**src/rtl/lpseq_pkg.sv**
```systemverilog
package lpseq_pkg;

    typedef enum logic [3:0] {
        M_STOP,
        M_HS_ENT,
        M_HS_ACT,
        M_HS_EXT,
        M_ESC_ENT,
        M_ESC_ACT,
        M_ESC_EXT,
        M_BTA_ENT,
        M_RELEASED
    } lane_mode_e;

    localparam logic [1:0] LV_00 = 2'b00;
    localparam logic [1:0] LV_01 = 2'b01;
    localparam logic [1:0] LV_10 = 2'b10;
    localparam logic [1:0] LV_11 = 2'b11;

endpackage

```
**src/rtl/lp_step_table.sv**
```systemverilog
module lp_step_table
    import lpseq_pkg::*;
(
    input  lane_mode_e mode,
    input  logic [1:0] step,
    output logic [1:0] level,
    output logic       last
);

    always_comb begin
        level = LV_11;
        last  = 1'b1;
        case (mode)
            M_HS_ENT: begin
                level = (step == 2'd0) ? LV_01 : LV_00;
                last  = (step == 2'd1);
            end
            M_HS_EXT: begin
                level = LV_11;
                last  = 1'b1;
            end
            M_ESC_ENT: begin
                case (step)
                    2'd0:    level = LV_10;
                    2'd1:    level = LV_00;
                    2'd2:    level = LV_01;
                    default: level = LV_00;
                endcase
                last = (step == 2'd3);
            end
            M_ESC_EXT: begin
                level = (step == 2'd0) ? LV_10 : LV_11;
                last  = (step == 2'd1);
            end
            M_BTA_ENT: begin
                level = step[0] ? LV_00 : LV_10;
                last  = (step == 2'd3);
            end
            default: begin
                level = LV_11;
                last  = 1'b1;
            end
        endcase
    end

endmodule

```
**src/rtl/lp_dwell_timer.sv**
```systemverilog
module lp_dwell_timer #(
    parameter int DWELL_W = 8
) (
    input  logic               clk,
    input  logic               rst_n,
    input  logic               restart,
    input  logic [DWELL_W-1:0] dwell,
    output logic               expire
);

    logic [DWELL_W-1:0] cnt_d, cnt_q;

    assign expire = (cnt_q == dwell - 1'b1);

    always_comb begin
        cnt_d = cnt_q + 1'b1;
        if (restart) begin
            cnt_d = '0;
        end
    end

    always_ff @(posedge clk or negedge rst_n) begin
        if (!rst_n) begin
            cnt_q <= '0;
        end else begin
            cnt_q <= cnt_d;
        end
    end

endmodule

```
**src/rtl/lp_lane_sequencer.sv**
```systemverilog
module lp_lane_sequencer
    import lpseq_pkg::*;
#(
    parameter int   DWELL_W      = 8,
    parameter logic LANE_IS_ZERO = 1'b1
) (
    input  logic               clk,
    input  logic               rst_n,
    input  logic [DWELL_W-1:0] dwell_cfg,
    input  logic               req_hs,
    input  logic               req_esc,
    input  logic               req_bta,
    input  logic               req_exit,
    output logic               lp_p,
    output logic               lp_n,
    output logic               lp_oe,
    output logic               hs_oe,
    output logic               busy,
    output logic               done
);

    localparam logic [DWELL_W-1:0] DWELL_MIN = DWELL_W'(1);

    typedef struct packed {
        lane_mode_e         mode;
        logic [1:0]         step;
        logic [DWELL_W-1:0] dwell;
        logic               done;
    } seq_state_t;

    seq_state_t s_d, s_q;

    logic       in_seq;
    logic       tmr_last;
    logic       tbl_last;
    logic [1:0] tbl_level;
    logic [1:0] lines;

    lp_step_table u_table (
        .mode  (s_q.mode),
        .step  (s_q.step),
        .level (tbl_level),
        .last  (tbl_last)
    );

    lp_dwell_timer #(.DWELL_W(DWELL_W)) u_timer (
        .clk     (clk),
        .rst_n   (rst_n),
        .restart (!in_seq || tmr_last),
        .dwell   (s_q.dwell),
        .expire  (tmr_last)
    );

    always_comb begin
        case (s_q.mode)
            M_HS_ENT, M_HS_EXT, M_ESC_ENT, M_ESC_EXT, M_BTA_ENT: in_seq = 1'b1;
            default:                                             in_seq = 1'b0;
        endcase
    end

    // Output decode from registered state
    always_comb begin
        lines = LV_11;
        lp_oe = 1'b1;
        hs_oe = 1'b0;
        busy  = 1'b1;
        case (s_q.mode)
            M_STOP:     busy = 1'b0;
            M_HS_ACT: begin
                lines = LV_00;
                lp_oe = 1'b0;
                hs_oe = 1'b1;
            end
            M_ESC_ACT:  lines = LV_00;
            M_RELEASED: begin
                lines = LV_00;
                lp_oe = 1'b0;
                busy  = 1'b0;
            end
            default:    lines = tbl_level;
        endcase
    end

    assign lp_p = lines[1];
    assign lp_n = lines[0];
    assign done = s_q.done;

    // Next-state computation
    always_comb begin
        s_d      = s_q;
        s_d.done = 1'b0;
        case (s_q.mode)
            M_STOP: begin
                s_d.step  = 2'd0;
                s_d.dwell = (dwell_cfg == '0) ? DWELL_MIN : dwell_cfg;
                if (req_hs) begin
                    s_d.mode = M_HS_ENT;
                end else if (req_esc && LANE_IS_ZERO) begin
                    s_d.mode = M_ESC_ENT;
                end else if (req_bta && LANE_IS_ZERO) begin
                    s_d.mode = M_BTA_ENT;
                end
            end
            M_HS_ACT: begin
                if (req_exit) begin
                    s_d.mode = M_HS_EXT;
                    s_d.step = 2'd0;
                end
            end
            M_ESC_ACT: begin
                if (req_exit) begin
                    s_d.mode = M_ESC_EXT;
                    s_d.step = 2'd0;
                end
            end
            M_RELEASED: begin
                if (req_exit) begin
                    s_d.mode = M_STOP;
                end
            end
            default: begin
                if (tmr_last) begin
                    if (tbl_last) begin
                        s_d.step = 2'd0;
                        s_d.done = 1'b1;
                        case (s_q.mode)
                            M_HS_ENT:  s_d.mode = M_HS_ACT;
                            M_ESC_ENT: s_d.mode = M_ESC_ACT;
                            M_BTA_ENT: s_d.mode = M_RELEASED;
                            default:   s_d.mode = M_STOP;
                        endcase
                    end else begin
                        s_d.step = s_q.step + 2'd1;
                    end
                end
            end
        endcase
    end

    always_ff @(posedge clk or negedge rst_n) begin
        if (!rst_n) begin
            s_q.mode  <= M_STOP;
            s_q.step  <= 2'd0;
            s_q.dwell <= DWELL_MIN;
            s_q.done  <= 1'b0;
        end else begin
            s_q <= s_d;
        end
    end

    // high-speed driver never overlaps the low-power driver
    p_no_drive_overlap_r2: assert property (@(posedge clk) disable iff (!rst_n)
        !(hs_oe && lp_oe));

    // high-speed enable only follows an LP00 level
    p_hs_after_lp00_r2: assert property (@(posedge clk) disable iff (!rst_n)
        $rose(hs_oe) |-> ($past(lp_oe) && $past({lp_p, lp_n}) == LV_00));

    // dropping the low-power driver follows LP00
    p_release_after_lp00_r6: assert property (@(posedge clk) disable iff (!rst_n)
        $fell(lp_oe) |-> ($past({lp_p, lp_n}) == LV_00));

    // regaining the low-power driver starts at LP11
    p_regain_at_lp11_r3: assert property (@(posedge clk) disable iff (!rst_n)
        $rose(lp_oe) |-> ({lp_p, lp_n} == LV_11));

    // done lasts a single cycle
    p_done_single_r11: assert property (@(posedge clk) disable iff (!rst_n)
        done |=> !done);

    // a driven lane that is not busy shows the stop level
    p_idle_is_stop_r10: assert property (@(posedge clk) disable iff (!rst_n)
        (!busy && lp_oe) |-> ({lp_p, lp_n} == LV_11));

    generate
        if (!LANE_IS_ZERO) begin : g_other_lane
            // lanes other than 0 never form the LP10 level
            p_no_lp10_r7: assert property (@(posedge clk) disable iff (!rst_n)
                !(lp_oe && {lp_p, lp_n} == LV_10));
        end
    endgenerate

endmodule

```
**config.mk**
```make
export PLATFORM = sky130hd
export DESIGN_NAME = lp_lane_sequencer
export DESIGN_NICKNAME = d
export VERILOG_FILES = /design/src/rtl/lpseq_pkg.sv /design/src/rtl/lp_step_table.sv /design/src/rtl/lp_dwell_timer.sv /design/src/rtl/lp_lane_sequencer.sv
export SDC_FILE = /design/constraint.sdc
export NUM_CORES = 1
export LEC_CHECK = 0
export ABC_AREA = 1
export CORE_MARGIN = 2
export CORE_UTILIZATION = 63
export DETAILED_ROUTE_END_ITERATION = 16
export DONT_BUFFER_PORTS = 1
export PLACE_DENSITY = 0.89
export SLEW_MARGIN = 20
export SYNTH_ARGS = -nofsm -noshare
export SYNTH_HDL_FRONTEND = slang
export SYNTH_HIERARCHICAL = 1
export SYNTH_SLANG_ARGS = --single-unit
```
**constraint.sdc**
```tcl
create_clock -name clk -period 2.1 [get_ports clk]
set_input_delay 0.63 -clock clk [delete_from_list [all_inputs] [get_ports clk]]
set_output_delay 0.63 -clock clk [all_outputs]
set_load 0.03 [all_outputs]
```
==> metrics.txt <==
# TYPE chip_impl_metric gauge
chip_impl_metric{name="clk_path_buf_depth",unit=""} 2
chip_impl_metric{name="dp.final_hpwl",unit="um"} 2710
chip_impl_metric{name="switching_share",unit="%"} 56.2
chip_impl_metric{name="grt_pass1_wl",unit="um"} 7160
chip_impl_metric{name="synth_sequential_area_ratio",unit="%"} 33.6
chip_impl_metric{name="setup_violations",unit=""} 12
chip_impl_metric{name="globalRouteTotalUtil",unit="%"} 28.8
chip_impl_metric{name="period_share",unit="%"} 110
chip_impl_metric{name="area_growth",unit="%"} 24.1
chip_impl_info{name="dominantRegCellSynth",value="sky130_fd_sc_hd__dfrtp_1"} 1
chip_impl_metric{name="register_area",unit="um^2"} 582
chip_impl_metric{name="n_antenna_cell",unit=""} 0
chip_impl_metric{name="net_count_after_synthesis",unit=""} 275
chip_impl_metric{name="worst_slew_pin_slew",unit="ps"} 517
chip_impl_metric{name="power_switching",unit="W"} 0.00215
chip_impl_info{name="yosys.area.top_type",value="sky130_fd_sc_hd__dfrtp_1"} 1
chip_impl_metric{name="synth_edf_count",unit=""} 0
chip_impl_metric{name="clkLatencyLatePin",unit="ps"} 330
chip_impl_metric{name="timing_hold_violations_final",unit=""} 0
chip_impl_metric{name="place.port_buffers",unit=""} 0
chip_impl_metric{name="wl_per_cell",unit="um"} 17.9
chip_impl_metric{name="intPower",unit="W"} 0.00168
chip_impl_metric{name="io_pins",unit=""} 20
chip_impl_metric{name="worstPathMaxFanout",unit=""} 5
chip_impl_metric{name="layout.nets",unit=""} 305
chip_impl_info{name="type_of_the_worst_setup_path",value="register to primary output"} 1
chip_impl_metric{name="max_clock_freq",unit="MHz"} 432
chip_impl_metric{name="maxCapViolCount",unit=""} 0
chip_impl_metric{name="starting_density_of_the_core",unit="%"} 68.0
chip_impl_info{name="run_status",value="complete, but fails checks"} 1
chip_impl_metric{name="vias",unit=""} 1970
chip_impl_metric{name="report.final.slew_viol_count",unit=""} 0
chip_impl_metric{name="vias_per_cell",unit=""} 6.19
chip_impl_metric{name="vdd_ir_drop_max",unit="mV"} 1.68
chip_impl_metric{name="drc_errors",unit=""} 0
chip_impl_metric{name="fin_ws",unit="ps"} -213
chip_impl_metric{name="first_global_vias",unit=""} 1607
chip_impl_metric{name="detail_route.first_pass.iterations",unit=""} 5
chip_impl_metric{name="pwr-share-comb",unit="%"} 72.8
chip_impl_metric{name="yosys.area.top_type_share",unit="%"} 32.1
chip_impl_info{name="synth.top_cells.by_area",value="sky130_fd_sc_hd__dfrtp_1 (32%), sky130_fd_sc_hd__nand2_1 (17%), sky130_fd_sc_hd__inv_1 (7.7%), sky130_fd_sc_hd__nand3_1 (7.6%), sky130_fd_sc_hd__nor2_1 (6.8%)"} 1
chip_impl_metric{name="period_needed",unit="ps"} 2310
chip_impl_info{name="worst_setup_path_end_kind",value="primary output"} 1
chip_impl_metric{name="fp.dieH",unit="um"} 56.2
chip_impl_metric{name="crit_required",unit="ps"} 1470
chip_impl_metric{name="multi_input_comb_area",unit="um^2"} 1130
chip_impl_metric{name="post_layout_nonfiller_instances",unit=""} 318
chip_impl_metric{name="post_route_cells_drive_above_1_share",unit="%"} 31.9
chip_impl_metric{name="floorplan.rows",unit=""} 18
chip_impl_metric{name="synth-async-reset-ratio",unit="%"} 100
chip_impl_metric{name="cts_num_sinks",unit=""} 23
chip_impl_metric{name="sequentialPowerShare",unit="%"} 21.3
chip_impl_metric{name="ant_nets_after_route",unit=""} 0
chip_impl_metric{name="share_clk_of_total_power",unit="%"} 5.9
chip_impl_metric{name="drt_iter0_markers",unit=""} 168
chip_impl_metric{name="synth_seq_cells",unit=""} 23
chip_impl_metric{name="synthesis.yosys.warnings",unit=""} 6
chip_impl_metric{name="fin_worst_skew",unit="ps"} 3.60
chip_impl_metric{name="die_area",unit="um^2"} 3160
chip_impl_metric{name="powerDensity",unit="nW/um^2"} 1800
chip_impl_info{name="violations",value="setup timing"} 1
chip_impl_metric{name="netlist_instances",unit=""} 259
chip_impl_metric{name="timing.slew.headroom",unit="%"} 65.5
chip_impl_info{name="unrepaired_setup_endpoints_after_global_routing",value="yes"} 1
chip_impl_metric{name="dp_cell_count",unit=""} 293
chip_impl_info{name="post-synth-top-count-cell",value="sky130_fd_sc_hd__nand2_1"} 1
chip_impl_metric{name="htree_levels",unit=""} 1
chip_impl_info{name="clockRootBuffer",value="sky130_fd_sc_hd__clkbuf_4"} 1
chip_impl_metric{name="mappedNetlistArea",unit="um^2"} 1720
chip_impl_metric{name="cts_buf_count",unit=""} 3
chip_impl_metric{name="chip_width",unit="um"} 56.2
chip_impl_metric{name="num-fill-cells",unit=""} 140
chip_impl_info{name="post_synth_most_frequent_cells",value="sky130_fd_sc_hd__nand2_1 (78), sky130_fd_sc_hd__inv_1 (35), sky130_fd_sc_hd__nor2_1 (31)"} 1
chip_impl_metric{name="wirelength_routed",unit="um"} 5680
chip_impl_metric{name="finalWeightedCongestion",unit=""} 0.936
chip_impl_metric{name="floorplan.core_area",unit="um^2"} 2520
chip_impl_metric{name="grt_antenna_before_repair",unit=""} 0
chip_impl_info{name="setup.worst_path.start_class",value="register"} 1
chip_impl_info{name="holdCritPathClass",value="input port to asynchronous set/reset pin"} 1
chip_impl_metric{name="power.static_leakage",unit="nW"} 1.08
chip_impl_metric{name="final.setup.tns",unit="ps"} -1150
chip_impl_metric{name="synth_cell_type_count",unit=""} 28
chip_impl_metric{name="grt_start_max_net_pins",unit=""} 23
chip_impl_metric{name="avgSynthCellArea",unit="um^2"} 6.62
chip_impl_metric{name="globalRouteOverflowTotal",unit=""} 0
chip_impl_info{name="clock_tree_from_tritoncts",value="built"} 1
chip_impl_metric{name="worst_ep_arrival_time",unit="ps"} 1680
chip_impl_metric{name="cts.clk_slew.worst_paths",unit="ps"} 150
## logic make-up after synthesis
group                    share of synthesized area, %
AO/OA/AOI/OAI                                    8.17
XOR/XNOR                                         2.04
adder cells (fa/ha/maj)                          1.46
buffers and inverters                            9.04
flip-flops                                       33.6
AND/OR/NAND/NOR                                  45.7
## per-stage QoR
| step | util (%) | area, um^2 | hold slack [ps] | power [W] | setup WS [ps] |
|---|---|---|---|---|---|
| 6_report | 84.4 | 2130 | 119 | 0.00383 | -213 |
| 4_1_cts | 77.6 | 1960 | 120 | 0.00318 | -22.8 |
| 3_3_place_gp | 70.6 | 1780 | 335 | 0.00261 | 72.6 |
| 5_1_grt | 84.4 | 2130 | 104 | 0.00402 | -227 |
| 3_5_place_dp | 70.6 | 1780 | 335 | 0.00264 | 21.7 |
| 2_1_floorplan | - | 1720 | 334 | 0.00228 | 72.0 |
## metal layers
layer  share of wire (%)  vias up  global-route usage, %
met5                   0        -                      0
met4                 7.3        0                   9.86
met3                  11       49                   5.12
met2                  45      177                   46.4
met1                  36      863                   38.8
li1                    -      881                      -
## layout make-up
type,instances,share of cell area (%)
Sequential cell,23,27.3
Timing Repair Buffer,27,9.93
Clock buffer,3,1.06
Multi-Input combinational cell,197,52.9
Inverter,37,6.76
Clock inverter,1,0.235
Tap cell,30,1.76
## state kept, by name, summed over array words and instances (netlist names)
signal,count
s_q,14
u_timer/cnt_q,8
done,1
## power groups by stage
| stage | logic, W | registers [W] | clock network, W |
|---|---|---|---|
| floorplan | 0.00152 | 0.000761 | 0 |
| detailed placement | 0.00184 | 0.000803 | 0 |
| global placement | 0.00181 | 0.000798 | 0 |
| finish | 0.00279 | 0.000814 | 0.000227 |
| CTS | 0.00219 | 0.000777 | 0.000217 |
| global route | 0.00295 | 0.000831 | 0.000232 |
## worst max-delay path, cell delays in order (launching register included)
cell,delay (ps)
sky130_fd_sc_hd__dfrtp_2,500
sky130_fd_sc_hd__buf_4,180
sky130_fd_sc_hd__nor2_2,180
sky130_fd_sc_hd__nand2_2,130
sky130_fd_sc_hd__nand2_4,120
sky130_fd_sc_hd__inv_4,50
sky130_fd_sc_hd__nand3_2,90
sky130_fd_sc_hd__nand2_4,100
## what timing repair did
item,CTS,global route
resized for setup,21,34
hold buffers,1,0
hold endpoints to repair,22,0
setup endpoints to repair,5,17
buffers inserted,11,9
pin swaps,9,21
## placed cells by master, fill, tap and decap left out, drive strengths merged
cell type and count:
clkinv 1, dfstp 1, ha 2, nor2 40, xnor2 1, a21oi 7
o211ai 4, nand3 29, or2 2, nand4 3, nand2 85, nand3b 2
o21ai 15, xor2 3, clkbuf 3, inv 37, dfrtp 22, nor3 4
buf 27
## path summary, 6_finish.rpt
kind | from | endpoint | slack (ps) | depth (start not counted)
max in group asynchronous | rst_n | s_q[14] | 1480 | 1
setup reg to reg | s_q[1] | s_q[12] | -140 | 15
hold reg to reg | s_q[2] | s_q[2] | 510 | 2
setup / recovery | s_q[14] | lp_p | -210 | 7
min in group clk | dwell_cfg[3] | s_q[4] | 440 | 2
hold / removal | rst_n | s_q[1] | 120 | 0
No activity file was read; power rests on OpenSTA's default activity.
